### src/rtl/mgmt_seq_pkg.sv
package mgmt_seq_pkg;
  localparam int ADDR_W   = 5;
  localparam int DATA_W   = 16;
  localparam int BUSY_BIT = 15;

  localparam logic [ADDR_W-1:0] REG_CMD = ADDR_W'(0);
  localparam logic [ADDR_W-1:0] REG_DAT = ADDR_W'(1);

  localparam logic [DATA_W-1:0] CMD_GO  = 16'h8000;
  localparam logic [DATA_W-1:0] CMD_C22 = 16'h1000;
  localparam logic [DATA_W-1:0] CMD_RD  = 16'h0800;
  localparam logic [DATA_W-1:0] CMD_WR  = 16'h0400;

  typedef enum logic [2:0] {
    MD_NONE, MD_DIRECT, MD_OFFSET, MD_INDIRECT, MD_BAD
  } mode_e;

  typedef enum logic [3:0] {
    ST_OFF, ST_IDLE, ST_DIRECT, ST_IWDATA, ST_ICMD,
    ST_PCHK, ST_POLL, ST_PWAIT, ST_IRD
  } state_e;
endpackage

### src/rtl/mgmt_seq_mode.sv
module mgmt_seq_mode
  import mgmt_seq_pkg::*;
(
  input  logic              clk,
  input  logic              rst_n,
  input  logic              cfg_apply,
  input  logic              cfg_en,
  input  logic              cfg_dual,
  input  logic              cfg_multi,
  input  logic [ADDR_W-1:0] cfg_base,
  output mode_e             mode,
  output logic [ADDR_W-1:0] base,
  output logic              init_go
);
  mode_e mode_d;
  logic  load;

  always_comb begin
    if (cfg_dual)             mode_d = MD_OFFSET;
    else if (cfg_base == '0)  mode_d = MD_DIRECT;
    else if (cfg_multi)       mode_d = MD_INDIRECT;
    else                      mode_d = MD_BAD;
  end

  assign load = cfg_apply & cfg_en;

  always_ff @(posedge clk or negedge rst_n) begin
    if (!rst_n) begin
      mode    <= MD_NONE;
      base    <= '0;
      init_go <= 1'b0;
    end else begin
      init_go <= load && (mode_d == MD_INDIRECT);
      if (load) begin
        mode <= mode_d;
        base <= cfg_base;
      end
    end
  end
endmodule

### src/rtl/mgmt_seq_timer.sv
module mgmt_seq_timer #(
  parameter int TMO_CYC   = 6250000,
  parameter int SPACE_CYC = 125000
) (
  input  logic clk,
  input  logic rst_n,
  input  logic budget_clr,
  input  logic space_load,
  output logic expired,
  output logic space_done
);
  localparam int TW = $clog2(TMO_CYC + 1);
  localparam int SW = $clog2(SPACE_CYC + 1);

  logic [TW-1:0] bud_q, bud_d;
  logic [SW-1:0] sp_q, sp_d;

  assign expired    = (bud_q == TW'(TMO_CYC));
  assign space_done = (sp_q == '0);

  always_comb begin
    bud_d = bud_q;
    if (budget_clr)    bud_d = '0;
    else if (!expired) bud_d = bud_q + TW'(1);
    sp_d = sp_q;
    if (space_load)       sp_d = SW'(SPACE_CYC);
    else if (!space_done) sp_d = sp_q - SW'(1);
  end

  always_ff @(posedge clk or negedge rst_n) begin
    if (!rst_n) begin
      bud_q <= '0;
      sp_q  <= '0;
    end else begin
      bud_q <= bud_d;
      sp_q  <= sp_d;
    end
  end
endmodule

### src/rtl/mgmt_seq_ctrl.sv
module mgmt_seq_ctrl
  import mgmt_seq_pkg::*;
(
  input  logic              clk,
  input  logic              rst_n,
  input  mode_e             mode,
  input  logic [ADDR_W-1:0] base,
  input  logic              init_go,
  output logic              cfg_en,
  input  logic              req_valid,
  output logic              req_ready,
  input  logic [ADDR_W-1:0] req_dev,
  input  logic [ADDR_W-1:0] req_reg,
  input  logic              req_wr,
  input  logic [DATA_W-1:0] req_wdata,
  output logic              rsp_done,
  output logic              rsp_err,
  output logic              rsp_tmo,
  output logic [DATA_W-1:0] rsp_rdata,
  output logic              bus_req,
  output logic              bus_wr,
  output logic [ADDR_W-1:0] bus_addr,
  output logic [ADDR_W-1:0] bus_reg,
  output logic [DATA_W-1:0] bus_wdata,
  input  logic              bus_ack,
  input  logic              bus_err,
  input  logic [DATA_W-1:0] bus_rdata,
  input  logic              expired,
  input  logic              space_done,
  output logic              budget_clr,
  output logic              space_load
);
  state_e            state_q, state_d;
  logic [1:0]        na_q, na_d, na_inc;
  logic              init_q, init_d;
  logic [ADDR_W-1:0] dev_q, dev_d, reg_q, reg_d;
  logic              wr_q, wr_d;
  logic [DATA_W-1:0] wd_q, wd_d, rd_q, rd_d;
  logic              done_d, err_d, tmo_d;
  logic              mode_ok, accept;
  logic [DATA_W-1:0] cmd_word;

  assign mode_ok   = (mode == MD_DIRECT) || (mode == MD_OFFSET) || (mode == MD_INDIRECT);
  assign req_ready = (state_q == ST_IDLE) && mode_ok && !init_go;
  assign accept    = req_valid && req_ready;
  assign cfg_en    = ((state_q == ST_IDLE) || (state_q == ST_OFF)) && !init_go;
  assign na_inc    = (na_q == 2'd3) ? 2'd3 : na_q + 2'd1;
  assign cmd_word  = CMD_GO | CMD_C22 | (wr_q ? CMD_WR : CMD_RD)
                   | {{(DATA_W-2*ADDR_W){1'b0}}, dev_q, reg_q};

  // bus side, decoded from held state only
  always_comb begin
    bus_req   = (state_q == ST_DIRECT) || (state_q == ST_IWDATA) || (state_q == ST_ICMD)
             || (state_q == ST_POLL)   || (state_q == ST_IRD);
    bus_wr    = (state_q == ST_DIRECT) ? wr_q : ((state_q == ST_IWDATA) || (state_q == ST_ICMD));
    bus_addr  = base;
    bus_reg   = REG_CMD;
    bus_wdata = (state_q == ST_ICMD) ? cmd_word : wd_q;
    if (state_q == ST_DIRECT) begin
      bus_addr = (mode == MD_OFFSET) ? base + dev_q : dev_q;
      bus_reg  = reg_q;
    end else if ((state_q == ST_IWDATA) || (state_q == ST_IRD)) begin
      bus_reg  = REG_DAT;
    end
  end

  always_comb begin
    state_d = state_q; na_d = na_q; init_d = init_q;
    dev_d = dev_q; reg_d = reg_q; wr_d = wr_q; wd_d = wd_q; rd_d = rd_q;
    done_d = 1'b0; err_d = 1'b0; tmo_d = 1'b0;
    budget_clr = 1'b0; space_load = 1'b0;
    unique case (state_q)
      ST_OFF, ST_IDLE: begin
        if (init_go) begin
          state_d = ST_PCHK; init_d = 1'b1; na_d = 2'd0; budget_clr = 1'b1;
        end else if (!mode_ok) begin
          state_d = ST_OFF;
        end else if (state_q == ST_OFF) begin
          state_d = ST_IDLE;
        end else if (accept) begin
          dev_d = req_dev; reg_d = req_reg; wr_d = req_wr; wd_d = req_wdata;
          init_d = 1'b0;
          if (mode != MD_INDIRECT) state_d = ST_DIRECT;
          else                     state_d = req_wr ? ST_IWDATA : ST_ICMD;
        end
      end
      ST_DIRECT, ST_IRD: if (bus_ack) begin
        state_d = ST_IDLE;
        if (bus_err) err_d = 1'b1;
        else begin
          done_d = 1'b1;
          if (!wr_q) rd_d = bus_rdata;
        end
      end
      ST_IWDATA: if (bus_ack) begin
        if (bus_err) begin err_d = 1'b1; state_d = ST_IDLE; end
        else state_d = ST_ICMD;
      end
      ST_ICMD: if (bus_ack) begin
        if (bus_err) begin err_d = 1'b1; state_d = ST_IDLE; end
        else begin state_d = ST_PCHK; na_d = 2'd0; budget_clr = 1'b1; end
      end
      ST_PCHK: begin
        if (expired && na_q[1]) begin tmo_d = 1'b1; state_d = ST_IDLE; end
        else state_d = ST_POLL;
      end
      ST_POLL: if (bus_ack) begin
        if (bus_err) begin
          err_d = 1'b1; state_d = ST_IDLE;
        end else if (!bus_rdata[BUSY_BIT]) begin
          if (init_q)    state_d = ST_IDLE;
          else if (wr_q) begin done_d = 1'b1; state_d = ST_IDLE; end
          else           state_d = ST_IRD;
        end else begin
          na_d = na_inc;
          if (na_inc == 2'd3) begin state_d = ST_PWAIT; space_load = 1'b1; end
          else state_d = ST_PCHK;
        end
      end
      ST_PWAIT: if (space_done) state_d = ST_PCHK;
      default: state_d = ST_OFF;
    endcase
  end

  always_ff @(posedge clk or negedge rst_n) begin
    if (!rst_n) begin
      state_q <= ST_OFF; na_q <= 2'd0; init_q <= 1'b0;
      dev_q <= '0; reg_q <= '0; wr_q <= 1'b0; wd_q <= '0; rd_q <= '0;
      rsp_done <= 1'b0; rsp_err <= 1'b0; rsp_tmo <= 1'b0;
    end else begin
      state_q <= state_d; na_q <= na_d; init_q <= init_d;
      dev_q <= dev_d; reg_q <= reg_d; wr_q <= wr_d; wd_q <= wd_d; rd_q <= rd_d;
      rsp_done <= done_d; rsp_err <= err_d; rsp_tmo <= tmo_d;
    end
  end

  assign rsp_rdata = rd_q;
endmodule

### src/rtl/mgmt_seq.sv
module mgmt_seq
  import mgmt_seq_pkg::*;
#(
  parameter int TMO_CYC   = 6250000,
  parameter int SPACE_CYC = 125000
) (
  input  logic              clk,
  input  logic              rst_n,
  input  logic              cfg_apply,
  input  logic              cfg_dual,
  input  logic              cfg_multi,
  input  logic [ADDR_W-1:0] cfg_base,
  output logic              cfg_err,
  input  logic              req_valid,
  output logic              req_ready,
  input  logic [ADDR_W-1:0] req_dev,
  input  logic [ADDR_W-1:0] req_reg,
  input  logic              req_wr,
  input  logic [DATA_W-1:0] req_wdata,
  output logic              rsp_done,
  output logic              rsp_err,
  output logic              rsp_tmo,
  output logic [DATA_W-1:0] rsp_rdata,
  output logic              bus_req,
  output logic              bus_wr,
  output logic [ADDR_W-1:0] bus_addr,
  output logic [ADDR_W-1:0] bus_reg,
  output logic [DATA_W-1:0] bus_wdata,
  input  logic              bus_ack,
  input  logic              bus_err,
  input  logic [DATA_W-1:0] bus_rdata
);
  mode_e             mode;
  logic [ADDR_W-1:0] base;
  logic              init_go, cfg_en;
  logic              expired, space_done, budget_clr, space_load;

  assign cfg_err = (mode == MD_BAD);

  mgmt_seq_mode u_mode (
    .clk, .rst_n, .cfg_apply, .cfg_en, .cfg_dual, .cfg_multi, .cfg_base,
    .mode, .base, .init_go
  );

  mgmt_seq_timer #(.TMO_CYC(TMO_CYC), .SPACE_CYC(SPACE_CYC)) u_timer (
    .clk, .rst_n, .budget_clr, .space_load, .expired, .space_done
  );

  mgmt_seq_ctrl u_ctrl (
    .clk, .rst_n, .mode, .base, .init_go, .cfg_en,
    .req_valid, .req_ready, .req_dev, .req_reg, .req_wr, .req_wdata,
    .rsp_done, .rsp_err, .rsp_tmo, .rsp_rdata,
    .bus_req, .bus_wr, .bus_addr, .bus_reg, .bus_wdata,
    .bus_ack, .bus_err, .bus_rdata,
    .expired, .space_done, .budget_clr, .space_load
  );
endmodule

### config.mk
export PLATFORM = sky130hd
export DESIGN_NAME = mgmt_seq
export DESIGN_NICKNAME = d
export VERILOG_FILES = /design/src/rtl/mgmt_seq_pkg.sv /design/src/rtl/mgmt_seq_mode.sv /design/src/rtl/mgmt_seq_timer.sv /design/src/rtl/mgmt_seq_ctrl.sv /design/src/rtl/mgmt_seq.sv
export SDC_FILE = /design/constraint.sdc
export NUM_CORES = 1
export LEC_CHECK = 0
export ABC_AREA = 0
export BUFFER_PORTS_ARGS = -buffer_cell sky130_fd_sc_hd__buf_2
export CAP_MARGIN = 20
export CORE_UTILIZATION = 25
export DETAILED_ROUTE_END_ITERATION = 7
export GPL_TIMING_DRIVEN = 0
export PLACE_DENSITY = 0.42
export SLEW_MARGIN = 25
export SYNTH_ARGS = -nofsm -noshare
export SYNTH_HDL_FRONTEND = slang
export SYNTH_HIERARCHICAL = 1
export SYNTH_SLANG_ARGS = --single-unit
### constraint.sdc
create_clock -name clk -period 3.1 [get_ports clk]
set_input_delay 0.775 -clock clk [delete_from_list [all_inputs] [get_ports clk]]
set_output_delay 0.775 -clock clk [all_outputs]
set_load 0.005 [all_outputs]
==> impl_metrics.json, run 1 <==
{
  "worstPathArrival_ns": 2.28,
  "max-vdd-ir-drop_mv": 0.449,
  "grt_pass1_vias": 4374,
  "drc_errors": 0,
  "worstMarginPinSlew_ns": 0.723,
  "drv_slew": 0,
  "intPower_mw": 3.74,
  "finalSetupTns_ns": 0,
  "fmax_mhz": 327,
  "synthAdderAreaFrac": 0.0194,
  "avgRoutedWirePerCell_um": 15.5,
  "synthMuxAreaShare": 0.166,
  "cts_tree": "yes",
  "synth_warnings": 6,
  "path_cells": "ha_2 -> inv_2 -> fa_2 -> nor2b_1 -> o21ai_1 -> nand2b_1 -> buf_4 -> mux2i_1 -> a32oi_2 -> buf_2",
  "cp_slowest_stage_delay_ns": 0.38,
  "worstPathMaxFanout": 3,
  "period_needed_ns": 3.06,
  "p_seq_frac": 0.380,
  "fin_nets": 693,
  "pwr_density_cell_nw_per_um2": 857,
  "vias_per_cell": 4.72,
  "clk_pin_slew_worst_paths_ns": 0.08,
  "synth_top_family_by_area": "simple AND/OR/NAND/NOR gates",
  "grt_first_pass_wirelength_um": 22900,
  "power.total_mw": 5.81,
  "gp_congestion": 0.781,
  "hold_viol": 0,
  "yosysMostFrequentCell": "dfrtp_1",
  "vias": 4310,
  "synthSimpleGateAreaFrac": 0.205,
  "status": "finished clean",
  "syn_nets": 573,
  "cts-buffers-inserted": 9,
  "yosys.area.top_type": "dfrtp_1",
  "area_growth_syn_to_layout_pct": 22.4,
  "dpl.hpwl_um": 10400,
  "synth.avg_cell_area_sq_um": 10.9,
  "cts.sinks": 102,
  "cts_root_buffer": "clkbuf_16",
  "crit_path_top_delay_cell": "dfrtp_1",
  "synth_xor_area_frac": 0.0190,
  "critPathLaunch": "u_mode/base[0]",
  "drt_pre_antenna_iters": 4,
  "rows": 54,
  "drt-initial-drc-count": 274,
  "antenna_found_initial": 0,
  "drive_gt1_frac": 0.353,
  "synth_top_area_share": 0.460,
  "ys_ff_latch": 102,
  "drtAntennaViolNets": 0,
  "cts_buffer_depth": 2,
  "ctsHoldBuffers": 0,
  "h-tree-depth": 3,
  "hold_class": "primary input to asynchronous set/reset pin",
  "maxCapViolations": 0,
  "crit_path_start_kind": "register",
  "rsz0062_at_grt": "yes",
  "p_clk_frac": 0.190,
  "start_util": 0.255,
  "required_ns": 2.32,
  "diodes": 0,
  "synth_edf_count": 0,
  "ys_top_cells_by_area": "dfrtp_1 46%, mux2_4 7.9%, mux2_2 6.5%",
  "fp.dieH_um": 151,
  "nFillCells": 2294,
  "ys_seq_area_frac": 0.460,
  "synthArstFlopShare": 1.00,
  "portBuffers": 104,
  "fin_hold_ws_ns": 0.415,
  "reg2reg_from": "u_timer/sp_q[9]",
  "wl_um": 14200,
  "grtUsageTotal": 0.129,
  "cp-end-kind": "primary output",
  "crit_type": "register to primary output",
  "io_pins": 105,
  "fp.dieW_um": 151,
  "swShare": 0.357,
  "setup_viol": 0,
  "gr-total-overflow": 0,
  "synth_common_cells": "102 x dfrtp_1, 42 x nor2_1, 32 x mux2_2",
  "core_area_sq_um": 21800,
  "die_area_sq_um": 22800,
  "synth_cell_types": 64,
  "synth_compound_area_frac": 0.0973,
  "synth_ff_type": "dfrtp_1",
  "skew_ns": 0.0105,
  "power_switching_mw": 2.07,
  "grt_max_degree": 65,
  "syn_inst": 509,
  "relSlewSlack": 0.515,
  "power.share.combinational": 0.430,
  "fin_crit_sh": 0.986,
  "p_leak_nw": 3.06,
  "syn_area_sq_um": 5540,
  "clk_latency_ns": 0.35
}
[per-stage QoR]
stage / util / worst slack, ns / area (sq um) / std cells
floorplan: - / 0.431 / 5540 / 509
global placement: 0.295 / -0.0370 / 6410 / 893
detailed placement: 0.296 / -0.00629 / 6440 / 894
CTS: 0.310 / 0.0207 / 6750 / 912
global route: 0.312 / -0.0874 / 6780 / 914
finish: 0.312 / 0.0443 / 6780 / 914
[final cells by class]
class | count | area [sq um] | share of cell area
Clock inverter | 6 | 43.8 | 0.00646
Timing Repair Buffer | 109 | 577 | 0.0850
Sequential cell | 102 | 2550 | 0.376
Inverter | 14 | 52.6 | 0.00775
Clock buffer | 10 | 239 | 0.0352
Tap cell | 280 | 350 | 0.0517
Buffer | 22 | 136 | 0.0201
Multi-Input combinational cell | 371 | 2830 | 0.417
[path summary, 6_finish.rpt]
kind                                           to  slack, ns  cells past startpoint
max in group asynchronous          u_ctrl/wd_q[6]       2.03                      2
min in group clk                  u_ctrl/wd_q[12]       0.50                      1
worst max register to register  u_ctrl/state_q[0]       0.23                      8
worst min register to register    u_ctrl/wd_q[12]       0.50                      1
worst min-delay path            u_timer/bud_q[13]       0.42                      1
worst max-delay path                  bus_addr[4]       0.04                     10
[kinds of logic after synthesis]
family | after synthesis
muxes | 73
xor gates and xnor gates | 12
adders and majority gates | 8
AOI/OAI and AO/OA | 86
DFF | 102
and+or+nand+nor | 192
buffers and inverters | 36
[per-layer routing]
metal,GRT usage,part of all wire,vias to the layer above
li1,-,-,2098
met1,0.170,0.46,2084
met2,0.210,0.47,111
met3,0.0319,0.053,17
met4,0.0345,0.017,0
met5,0,0,-
[state kept, by name (all words and copies together), names as in the netlist, 4 cells and up]
register	flops
u_ctrl/rsp_rdata	16
u_mode/base	5
u_timer/sp_q	17
u_ctrl/reg_q	5
u_ctrl/dev_q	5
u_ctrl/wd_q	16
u_timer/bud_q	23
u_ctrl/state_q	4
[critical path: cells and delay by family (launching register included)]
| kind | cells | cell delay (ns) |
|---|---|---|
| compound gates | 2 | 0.20 |
| fa+ha+maj | 2 | 0.56 |
| buf+inv | 3 | 0.34 |
| flops | 1 | 0.38 |
| mux | 1 | 0.20 |
| simple gates | 2 | 0.25 |
[repair_timing]
action                     CTS  global route
setup buffers                2             2
hold endpoints to repair     0             0
resized for setup            3             6
pin swaps                    0             3
setup endpoints to repair   12             7
[power by group through the flow]
stage	Combinational, mW	Clock [mW]	Sequential (mW)
floorplan	1.71	0	2.12
global placement	2.38	0	2.22
detailed placement	2.42	0	2.24
CTS	2.47	1.16	2.21
global route	2.78	1.20	2.29
finish	2.50	1.11	2.21
[cells in the final DEF, fill, tap and decap left out, types with 11 or more instances in the layout]
master	count
mux2_2	31
inv_1	12
mux2_4	30
dfrtp_1	102
o21ai_0	20
nand3_1	15
or4_1	11
nand2b_1	11
nor2_1	42
a21oi_1	29
buf_2	107
nand2_1	22
Note: power is estimated with default switching activity, not from simulation.
==> run 2: changes to the inputs <==
CELL_PAD_IN_SITES_DETAIL_PLACEMENT = 1   (was default)
CELL_PAD_IN_SITES_GLOBAL_PLACEMENT = 2   (was default)
PLACE_DENSITY = 0.59   (was 0.42)
==> impl_metrics.json, run 2 (synthesis gave the netlist of run 1 again) <==
{
  "crit_type": "register to primary output",
  "io_pins": 105,
  "ctsHoldBuffers": 0,
  "drt_pre_antenna_iters": 4,
  "hold_viol": 0,
  "area_growth_syn_to_layout_pct": 23.7,
  "top_register": "u_timer/bud_q",
  "grtUsageTotal": 0.144,
  "period_needed_ns": 3.02,
  "cts_tree": "yes",
  "clk_pin_slew_worst_paths_ns": 0.07,
  "skew_ns": 0.0104,
  "fp.dieW_um": 151,
  "placed_area_sq_um": 6450,
  "nFillCells": 2483,
  "core_area_sq_um": 21800,
  "start_util": 0.255,
  "fp.dieH_um": 151,
  "cts_root_buffer": "clkbuf_16",
  "vias": 4388,
  "finalWorstSetupSlack_ns": 0.0845,
  "fmax_mhz": 332,
  "grt_pass1_vias": 4757,
  "h-tree-depth": 3,
  "final_core_util": 0.315,
  "largest_reg_flops": 23,
  "cp-end-kind": "primary output",
  "gr-total-overflow": 0,
  "worstPathArrival_ns": 2.24,
  "p_leak_nw": 3.10,
  "antenna_found_initial": 1,
  "crit_path_start_kind": "register",
  "grt_busiest_layer": "met2",
  "use_met2": 0.232,
  "vias_per_cell": 4.79,
  "hold_class": "primary input to asynchronous set/reset pin",
  "cts-buffers-inserted": 9,
  "reg_top3": "u_timer/bud_q (23), u_timer/sp_q (17)",
  "worstPathMaxFanout": 2,
  "drtAntennaViolNets": 0,
  "cts_buffer_depth": 2,
  "avgRoutedWirePerCell_um": 16.7,
  "gp_congestion": 0.745,
  "grt_max_degree": 65,
  "max-vdd-ir-drop_mv": 0.350,
  "layout_common_cells": "107 x buf_2, 102 x dfrtp_1, 42 x nor2_1",
  "drv_slew": 0,
  "fin_nets": 695,
  "fin_crit_sh": 0.973,
  "fin_area_sq_um": 6860,
  "mostFrequentLayoutCell": "buf_2",
  "setup_viol": 0,
  "status": "finished clean",
  "drive_gt1_frac": 0.355,
  "pwr_density_cell_nw_per_um2": 880,
  "drc_errors": 0,
  "maxCapViolations": 0,
  "rows": 54,
  "worstMarginPinSlew_ns": 0.717,
  "drt-initial-drc-count": 138,
  "use_met1": 0.186,
  "fin_hold_ws_ns": 0.330,
  "portBuffers": 104,
  "met3_usage": 0.0352,
  "cts.sinks": 102,
  "required_ns": 2.32,
  "wl_um": 15300,
  "dpl.hpwl_um": 11300,
  "relSlewSlack": 0.518,
  "die_area_sq_um": 22800,
  "place_ws_ns": -0.0586,
  "grt_first_pass_wirelength_um": 25500,
  "clk_latency_ns": 0.35
}
==> run 2: repair_timing <==
item	4_1_cts	5_1_grt
resized for setup	5	5
endpoints found under the setup margin	3	17
pin swaps	1	3
gates cloned	0	0
setup buffers	1	5
endpoints found under the hold margin	0	0
==> run 2: metrics by stage <==
step / power, mW / TNS, ns / std cells
global placement: 4.61 / -5.09 / 893
CTS: 6.06 / 0 / 911
floorplan: 3.83 / 0 / 509
global route: 6.53 / -0.0262 / 917
finish: 6.03 / 0 / 917
detailed placement: 4.72 / -0.116 / 894
==> run 2: area by class of cell <==
type                    instances  area, sq um  area share
clock buffers                  11          253      0.0369
well taps                     280          350      0.0511
inverters                      14         52.6     0.00767
clock inverters                 5         81.3      0.0119
multi-input cells             371         2830       0.412
flip-flops and latches        102         2550       0.372
plain buffers                  22          138      0.0201
repair buffers                111          599      0.0874
diodes                          1         2.50    0.000365
==> run 2: where the power goes <==
| group | total (mW) | internal (mW) | switching [mW] |
|---|---|---|---|
| Sequential | 2.22 | 1.80 | 0.417 |
| Clock | 1.28 | 0.753 | 0.525 |
| Combinational | 2.54 | 1.38 | 1.16 |
==> run 2: worst paths after layout <==
path | startpoint | end | slack, ns | cells past startpoint
setup / recovery | u_mode/base[0] | bus_addr[4] | 0.08 | 9
hold / removal | rst_n | u_timer/bud_q[11] | 0.33 | 1
setup reg to reg | u_timer/sp_q[11] | u_ctrl/state_q[1] | 0.20 | 8
hold reg to reg | u_ctrl/wd_q[14] | u_ctrl/wd_q[14] | 0.50 | 1
max in group asynchronous | rst_n | u_timer/sp_q[8] | 2.10 | 2
min in group clk | u_ctrl/wd_q[14] | u_ctrl/wd_q[14] | 0.50 | 1
==> run 2: per-layer routing <==
| layer | up-vias | wire, um |
|---|---|---|
| li1 | 2107 | - |
| met1 | 2176 | 7050 |
| met2 | 89 | 7170 |
| met3 | 16 | 809 |
| met4 | 0 | 297 |
| met5 | - | 0 |
==> run 2: worst max-delay path: stages, from the launching register on <==
cell,delay (ns)
dfrtp_1,0.37
ha_2,0.19
inv_1,0.06
fa_2,0.36
nor2b_2,0.11
o21ai_1,0.07
nand2b_1,0.12
mux2_4,0.31
a32oi_1,0.16
buf_2,0.15
==> run 3: changes to the inputs <==
PLACE_DENSITY = 0.61   (was 0.59)
SYNTH_HIERARCHICAL = default   (was 1)
==> impl_metrics.json, run 3 <==
{
  "crit_type": "register to primary output",
  "syn_inst": 525,
  "synth_ff_type": "dfrtp_1",
  "finalSetupTns_ns": -0.0831,
  "vias": 4309,
  "vias_per_cell": 4.68,
  "drt-initial-drc-count": 124,
  "fp.dieW_um": 149,
  "synth_common_cells": "102 x dfrtp_1, 60 x nand2_1, 55 x nor2_1",
  "grtUsageTotal": 0.144,
  "top_register": "u_timer.bud_q",
  "layout_common_cells": "109 x buf_2, 102 x dfrtp_1, 60 x nand2_1",
  "synth_top_area_share": 0.474,
  "grt_first_pass_wirelength_um": 24700,
  "dp.cells": 904,
  "start_util": 0.255,
  "cts-buffers-inserted": 9,
  "status": "finished with violations",
  "p_clk_frac": 0.245,
  "placed_area_sq_um": 6280,
  "setup_viol": 1,
  "rows": 53,
  "max-vdd-ir-drop_mv": 0.295,
  "clk_pin_slew_worst_paths_ns": 0.07,
  "cts_buffer_depth": 2,
  "period_needed_ns": 3.18,
  "ys_ff_latch": 102,
  "syn_nets": 589,
  "drc_errors": 0,
  "final_core_util": 0.318,
  "syn_area_sq_um": 5390,
  "cts_root_buffer": "clkbuf_16",
  "synthArstFlopShare": 1.00,
  "cts.sinks": 102,
  "drive_gt1_frac": 0.317,
  "gp_congestion": 0.777,
  "required_ns": 2.32,
  "crit_path_top_delay_cell": "dfrtp_1",
  "yosys.area.top_type": "dfrtp_1",
  "synth_cell_types": 62,
  "largest_reg_flops": 23,
  "synth_edf_count": 0,
  "fin_nets": 705,
  "swShare": 0.347,
  "hold_class": "primary input to asynchronous set/reset pin",
  "gr-total-overflow": 0,
  "drtAntennaViolNets": 0,
  "fin_cells": 921,
  "fp.dieH_um": 149,
  "avgRoutedWirePerCell_um": 16.4,
  "pwr_density_cell_nw_per_um2": 803,
  "core_area_sq_um": 21100,
  "p_seq_frac": 0.388,
  "intPower_mw": 3.51,
  "power.total_mw": 5.38,
  "die_area_sq_um": 22100,
  "cts_tree": "yes",
  "finalWorstSetupSlack_ns": -0.0831,
  "maxCapViolations": 0,
  "relSlewSlack": 0.395,
  "clk_latency_ns": 0.35,
  "synth.avg_cell_area_sq_um": 10.3,
  "ys_seq_area_frac": 0.474,
  "rsz0062_at_grt": "yes",
  "wl_um": 15100,
  "cp-end-kind": "primary output",
  "fmax_mhz": 314,
  "area_growth_syn_to_layout_pct": 24.3,
  "hold_viol": 0,
  "path_cells": "ha_2 -> inv_2 -> fa_2 -> nor2b_1 -> o21a_1 -> o21ai_2 -> a2111oi_2 -> a311oi_2 -> buf_2",
  "mostFrequentLayoutCell": "buf_2",
  "fin_area_sq_um": 6700,
  "drt_pre_antenna_iters": 4,
  "io_pins": 105,
  "skew_ns": 0.00956,
  "antenna_found_initial": 0,
  "cp_slowest_stage_delay_ns": 0.40,
  "worstMarginPinSlew_ns": 0.902,
  "yosysMostFrequentCell": "dfrtp_1",
  "grt_max_degree": 53,
  "crit_path_start_kind": "register",
  "grt_pass1_vias": 4633,
  "p_leak_nw": 2.95,
  "nFillCells": 2437,
  "dpl.hpwl_um": 11400,
  "h-tree-depth": 3,
  "worstPathMaxFanout": 4,
  "portBuffers": 103,
  "power_switching_mw": 1.87,
  "ys_top_cells_by_area": "dfrtp_1 47%, mux2_2 8.6%, nand2_1 4.2%",
  "synth_warnings": 0,
  "power.share.combinational": 0.367,
  "fin_crit_sh": 1.03,
  "worstPathArrival_ns": 2.41,
  "violations": "setup timing",
  "diodes": 0,
  "drv_slew": 0,
  "reg_top3": "u_timer.bud_q (23), u_timer.sp_q (17)"
}
[run 3: cell types whose count changed in the layout (fill, tap and decap cells not counted), sizes merged, moves of 5 or more]
cell and delta:
a21oi -12, mux2 -15, nand2 +37, nand2b -5
nor2 +13, o21ai -11, o31ai -5, or3 -7
or4 -7, xnor2 +12, xor2 +11
[run 3: per-layer routing]
metal	vias up	track usage	part of all wire
met5	-	0	0
met4	0	0.0342	0.0085
met3	8	0.0349	0.032
met2	54	0.241	0.49
met1	2176	0.187	0.47
li1	2071	-	-
[run 3: per-stage QoR]
| stage | hold slack, ns | setup WS (ns) |
|---|---|---|
| floorplan | 0.473 | 0.588 |
| detailed placement | 0.490 | 0.0712 |
| global route | 0.391 | -0.218 |
| CTS | 0.391 | -0.0894 |
| global placement | 0.483 | -0.00544 |
| finish | 0.365 | -0.0831 |
[run 3: worst max-delay path, delay by kind of cell (launching register included)]
| kind | cells | cell delay (ns) |
|---|---|---|
| buf+inv | 2 | 0.20 |
| fa+ha+maj | 2 | 0.59 |
| flops | 1 | 0.40 |
| simple gates | 1 | 0.14 |
| compound gates | 4 | 0.73 |
[run 3: final timing paths]
kind,from,endpoint,cells after the start,slack (ns)
max,u_ctrl.dev_q[0],bus_addr[4],9,-0.08
min,rst_n,u_timer.sp_q[14],1,0.37
max reg2reg,u_ctrl.state_q[0],u_timer.bud_q[7],5,0.80
min reg2reg,u_ctrl.rsp_rdata[3],u_ctrl.rsp_rdata[3],1,0.50
max in group asynchronous,rst_n,u_mode.init_go,2,2.09
min in group clk,u_ctrl.rsp_rdata[3],u_ctrl.rsp_rdata[3],1,0.50
[run 3: cell type report]
| cell class | instances | area, sq um | area share |
|---|---|---|---|
| multi-input combinational | 384 | 2710 | 0.404 |
| sequential | 102 | 2550 | 0.381 |
| timing repair buffer | 107 | 572 | 0.0854 |
| tap | 275 | 344 | 0.0514 |
| clock buffer | 10 | 229 | 0.0342 |
| buffer | 20 | 118 | 0.0176 |
| clock inverter | 6 | 110 | 0.0164 |
| inverter | 17 | 63.8 | 0.00953 |
[run 3: cell families (layout without fill, tap and decap cells)]
logic type / Yosys count / in the layout / synth area share
buf+inv: 39 / 160 / 0.0339
fa+ha+maj: 8 / 8 / 0.0200
simple gates: 225 / 225 / 0.222
flops: 102 / 102 / 0.474
xor+xnor: 35 / 35 / 0.0569
mux: 54 / 54 / 0.116
compound gates: 62 / 62 / 0.0764
[run 3: power by group through the flow]
stage	Sequential [mW]	Combinational, mW	Clock, mW
after CTS	2.07	1.99	1.36
after global placement	2.07	1.90	0
after global routing	2.17	2.22	1.40
after detailed placement	2.09	1.96	0
after floorplan	1.99	1.29	0
final	2.09	1.97	1.32
[run 3: what timing repair did]
action                                  4_1_cts  5_1_grt
resized for setup                             6       12
pin swaps                                     2        6
buffers inserted                              0        3
endpoints found under the setup margin       17       18
endpoints found under the hold margin         0        0
hold buffers                                  0        0
